$ cat config.mk
export PLATFORM = sky130hd
export DESIGN_NAME = uart_rx_wake
export DESIGN_NICKNAME = d
export VERILOG_FILES = /design/src/rtl/urx_pkg.sv /design/src/rtl/urx_sync.sv /design/src/rtl/urx_hold.sv /design/src/rtl/uart_rx_wake.sv
export SDC_FILE = /design/constraint.sdc
export NUM_CORES = 1
export LEC_CHECK = 0
export ABC_AREA = 1
export BUFFER_PORTS_ARGS = -buffer_cell sky130_fd_sc_hd__buf_2
export CORE_UTILIZATION = 36
export DETAILED_ROUTE_END_ITERATION = 6
export REMOVE_ABC_BUFFERS = 1
export SLEW_MARGIN = 40
export SYNTH_ARGS = -nofsm -noshare
export SYNTH_HDL_FRONTEND = slang
export SYNTH_SLANG_ARGS = --single-unit
$ cat constraint.sdc
create_clock -name clk -period 2.04 [get_ports clk]
set_clock_uncertainty 0.1 [all_clocks]
set_input_delay 0.408 -clock clk [delete_from_list [all_inputs] [get_ports clk]]
set_output_delay 0.408 -clock clk [all_outputs]
set_load 0.01 [all_outputs]
$ cat src/rtl/urx_pkg.sv
package urx_pkg;
    typedef enum logic [2:0] {
        ST_IDLE,
        ST_START,
        ST_DATA,
        ST_STOP,
        ST_FLUSH,
        ST_WFALL,
        ST_WRISE
    } urx_state_e;
endpackage

$ cat src/rtl/urx_sync.sv
module urx_sync #(
    parameter int STAGES = 2
) (
    input  logic clk,
    input  logic rst_n,
    input  logic din,
    output logic dout
);
    logic [STAGES-1:0] chain;

    always_ff @(posedge clk or negedge rst_n) begin
        if (!rst_n) chain <= '1;
        else        chain <= {chain[STAGES-2:0], din};
    end

    assign dout = chain[STAGES-1];
endmodule

$ cat src/rtl/urx_hold.sv
module urx_hold #(
    parameter int DW = 8
) (
    input  logic          clk,
    input  logic          rst_n,
    input  logic          load,
    input  logic [DW-1:0] din,
    input  logic          fe_in,
    input  logic          rd_ack,
    output logic [DW-1:0] data,
    output logic          valid,
    output logic          ferr,
    output logic          brk,
    output logic          ovr
);
    always_ff @(posedge clk or negedge rst_n) begin
        if (!rst_n) begin
            data  <= '0;
            valid <= 1'b0;
            ferr  <= 1'b0;
            brk   <= 1'b0;
            ovr   <= 1'b0;
        end else if (load) begin
            if (valid && !rd_ack) begin
                ovr <= 1'b1;
            end else begin
                data  <= din;
                valid <= 1'b1;
                ferr  <= fe_in;
                brk   <= fe_in && (din == '0);
                ovr   <= 1'b0;
            end
        end else if (rd_ack) begin
            valid <= 1'b0;
            ferr  <= 1'b0;
            brk   <= 1'b0;
            ovr   <= 1'b0;
        end
    end
endmodule

$ cat src/rtl/uart_rx_wake.sv
module uart_rx_wake #(
    parameter int OSR       = 16,
    parameter int DATA_BITS = 8,
    parameter int SYNC_FF   = 2
) (
    input  logic                 clk,
    input  logic                 rst_n,
    input  logic                 os_tick,
    input  logic                 rxd,
    input  logic                 wake_set,
    input  logic                 rd_ack,
    output logic [DATA_BITS-1:0] rx_data,
    output logic                 rx_valid,
    output logic                 frame_err,
    output logic                 brk_det,
    output logic                 overrun,
    output logic                 wake_en,
    output logic                 wake_evt
);
    import urx_pkg::*;

    localparam int CW  = $clog2(OSR);
    localparam int BW  = (DATA_BITS > 1) ? $clog2(DATA_BITS) : 1;
    localparam logic [CW-1:0] MID  = CW'(OSR/2 - 1);
    localparam logic [CW-1:0] LAST = CW'(OSR - 1);
    localparam logic [BW-1:0] TOPB = BW'(DATA_BITS - 1);

    urx_state_e           state, nxt;
    logic                 rx_s;
    logic [CW-1:0]        cnt;
    logic [BW-1:0]        bitn;
    logic [DATA_BITS-1:0] shreg;
    logic                 frame_done;
    logic                 bit_end;
    logic                 wake_hit;

    urx_sync #(.STAGES(SYNC_FF)) u_sync (
        .clk   (clk),
        .rst_n (rst_n),
        .din   (rxd),
        .dout  (rx_s)
    );

    assign bit_end    = os_tick && (cnt == LAST);
    assign frame_done = (state == ST_STOP) && bit_end;
    assign wake_hit   = (state == ST_WRISE) && rx_s;

    // state register
    always_ff @(posedge clk or negedge rst_n) begin
        if (!rst_n) state <= ST_IDLE;
        else        state <= nxt;
    end

    // next-state logic
    always_comb begin
        nxt = state;
        unique case (state)
            ST_IDLE:  if (wake_en) nxt = ST_WFALL;
                      else if (!rx_s) nxt = ST_START;
            ST_START: if (os_tick && cnt == MID) nxt = rx_s ? ST_IDLE : ST_DATA;
            ST_DATA:  if (bit_end && bitn == TOPB) nxt = ST_STOP;
            ST_STOP:  if (bit_end) nxt = rx_s ? ST_IDLE : ST_FLUSH;
            ST_FLUSH: if (rx_s) nxt = ST_IDLE;
            ST_WFALL: if (!rx_s) nxt = ST_WRISE;
            ST_WRISE: if (rx_s) nxt = ST_IDLE;
            default:  nxt = ST_IDLE;
        endcase
    end

    // datapath and outputs of the machine
    always_ff @(posedge clk or negedge rst_n) begin
        if (!rst_n) begin
            cnt      <= '0;
            bitn     <= '0;
            shreg    <= '0;
            wake_en  <= 1'b0;
            wake_evt <= 1'b0;
        end else begin
            if (state != nxt) cnt <= '0;
            else if (os_tick) cnt <= (cnt == LAST) ? '0 : cnt + 1'b1;

            if (state == ST_START) bitn <= '0;
            else if (state == ST_DATA && bit_end) bitn <= bitn + 1'b1;

            if (state == ST_DATA && bit_end)
                shreg <= {rx_s, shreg[DATA_BITS-1:1]};

            wake_evt <= wake_hit;
            if (wake_hit)      wake_en <= 1'b0;
            else if (wake_set) wake_en <= 1'b1;
        end
    end

    urx_hold #(.DW(DATA_BITS)) u_hold (
        .clk    (clk),
        .rst_n  (rst_n),
        .load   (frame_done),
        .din    (shreg),
        .fe_in  (!rx_s),
        .rd_ack (rd_ack),
        .data   (rx_data),
        .valid  (rx_valid),
        .ferr   (frame_err),
        .brk    (brk_det),
        .ovr    (overrun)
    );
endmodule

==> results.txt <==
Outcome - complete, no violations
Die extent in x - 68.4 um
Synth cell types - 30
Fraction of layout instances using a drive strength above 1 - 24.5%
Syn Inst Count - 173
Clock root cell - clkbuf_8
Number of I/O pins - 20
Top cells by area, synth - dfrtp_1, nand2_1, o21ai_1
Worst path arrival time - 1.75 ns
Critical path endpoint category - flip-flop
HPWL after detailed placement - 1980 um
Count of filler cells inserted in the layout - 420
Post-CTS Hold Buffers - 0
Antenna violations before repair - 0
Type of origin of the critical path - flip-flop
Vias in the first global route - 988
Average size of a mapped cell - 9.17 um^2
Maximum number of pins on one net before global-route repair - 35
Num CTS Buffers - 5
Synthesized cell area - 0.00159 mm^2
Number of vias after detailed routing - 1,160
Wire length of the first global-routing pass - 4520 um
Number of search-and-repair iterations in the first detailed-routing pass - 4
Max Cap Violations - 0
Average vias per placed instance - 4.72
Commonest cells after routing, fill and taps aside - nand2_1, dfrtp_1, inv_1, buf_2, o21ai_1
Count of placed standard cells including taps - 239
Die ar. - 0.00468 mm^2
DRC violations left - 0
Fin. max-slew vios - 0
Final total power - 0.00169 W
CTS H-tree depth - 2
Number of synthesized register bits - 34
Number of buffers inserted to repair setup after CTS - 0
Core area - 0.00412 mm^2
Most common cell after layout, fill and taps aside - nand2_1
Iteration-0 DRC Markers - 45
Largest voltage drop on the vdd net - 0.498 mV
Critical setup path kind - reg2reg
DIE HEIGHT - 68.4 um
Clock sink total - 34
Initial core utilization - 38.6%
Total wire length - 2780 um
Slew at the pin closest to its max-slew limit - 0.433 ns
Clk Latency, worst-skew pair - 0.29 ns
Final count of hold timing violations - 0
Share of synthesized area occupied by flip-flops and latches - 53.8%
Worst min-delay path category - in2async
Post-synth EDFFs - 0
CP Data Required Time - 2.15 ns
Count of placed standard cells in the final layout, fillers left out - 246
Total Negative Setup Slacks - 0 ns
Total global-route track usage - 13.8%
Standby leakage power - 0.951 nW
Number of warnings reported in the yosys synthesis log - 0
Ant diodes - 0
Prevailing post-synth register cell - dfrtp_1
Area growth from synthesis to layout - 13.7%
Count of cells along the worst register-to-register path - 6
Net count of the finished layout - 205
Gr ovfl total - 0
Power density relative to cell area - 936 mW/mm^2
Async set-or-reset flop fraction in the synthesized netlist - 100%
Register clock-pin slew on the reported worst setup and hold paths - 0.07 ns
Slew HR - 71.1%
Maximum count of clock buffers along a single path - 2
Tmin final - 1.64 ns
Clock tree from TritonCTS - yes
CP Max Fanout - 19
Total number of placement rows - 23
Maximum clock frequency - 0.609 GHz
Final setup vio count - 0
Period utilization - 80.5%
# port buffers - 19
Detail-routed net length per standard cell - 11.3 um
RSZ-0062 raised after global routing - false
Cell type contributing the most total cell area after synthesis - dfrtp_1
Final ANT Viol Nets - 0
Resized cells post-CTS - 0
Share of Yosys cell area claimed by the top area cell type - 50.5%
Weighted congestion reported at the end of routability-driven placement - 0.787
==> critical path: stages, from the launching register on <==
cell     delay [ns]
dfrtp_1        0.40
ha_1           0.25
nand2_4        0.12
nor2_8         0.06
nand2_2        0.27
o21ai_0        0.19
o21ai_0        0.17
==> cell usage after synthesis, types with 2 or more instances <==
cell type / instances
a21oi_1: 2
buf_2: 3
dfrtp_1: 32
dfstp_2: 2
ha_1: 3
inv_1: 19
inv_2: 4
nand2_1: 33
nand2_2: 5
nand2_4: 2
nand3_1: 12
nand4_1: 5
nor2_1: 14
nor2_2: 2
nor2_4: 2
o21ai_0: 4
o21ai_1: 16
==> layer usage <==
layer  vias up  routed length (um)  track usage (%)
li1        601                   -                -
met1       531                1400             17.8
met2        21                1190             19.7
met3         7                 142             6.17
met4         0                  49             6.25
met5         -                   0                0
==> area by class of cell <==
class                   count  area, um^2  share of cell area [%]
multi-input cells         111         613                    34.0
flip-flops and latches     34         853                    47.3
clock buffers               5        68.8                    3.81
clock inverters             2        10.0                   0.555
inverters                  23        86.3                    4.79
repair buffers             21         110                    6.10
well taps                  50        62.6                    3.47
==> path summary, 6_finish.rpt <==
check | start | endpoint | slack (ns)
min in group clk | rxd | u_sync.chain[0]$_DFF_PN1_ | 0.11
max in group asynchronous | rst_n | u_sync.chain[0]$_DFF_PN1_ | 1.46
hold / removal | rst_n | cnt[2]$_DFFE_PN0P_ | 0.04
setup reg to reg | cnt[0]$_DFFE_PN0P_ | bitn[2]$_DFFE_PN0P_ | 0.40
hold reg to reg | u_sync.chain[0]$_DFF_PN1_ | u_sync.chain[1]$_DFF_PN1_ | 0.26
setup / recovery | cnt[0]$_DFFE_PN0P_ | bitn[2]$_DFFE_PN0P_ | 0.40
==> registers in the layout (all words and copies together) (netlist names) <==
signal and count:
wake_en 1, u_hold.ovr 1, wake_evt 1, cnt 4
state 3, u_sync.chain 2, shreg 8, u_hold.valid 1
bitn 3, u_hold.ferr 1, u_hold.data 8, u_hold.brk 1
==> where the power goes <==
group	switching, W	internal (W)
clock network	0.000243	0.000229
registers	0.0000796	0.000721
logic	0.000269	0.000148
==> cell families after synthesis <==
| family | after synthesis | share of synthesized area, % |
|---|---|---|
| AOI/OAI and AO/OA | 27 | 9.31 |
| buffers and inverters | 28 | 7.57 |
| DFF | 34 | 53.8 |
| and+or+nand+nor | 79 | 25.8 |
| xor gates and xnor gates | 1 | 0.552 |
| muxes | 1 | 0.631 |
| adders and majority gates | 3 | 2.37 |
==> metrics by stage <==
step | hold WS [ns] | instance area (um^2) | worst slack [ns] | util [%]
after floorplan | 0.0124 | 1550 | 0.374 | -
after global placement | 0.246 | 1730 | 0.472 | 41.9
after detailed placement | 0.247 | 1730 | 0.411 | 41.9
after CTS | 0.0563 | 1800 | 0.387 | 43.8
after global routing | 0.0894 | 1800 | 0.203 | 43.8
final | 0.0404 | 1800 | 0.398 | 43.8
Power figures use the tool's default switching activity.
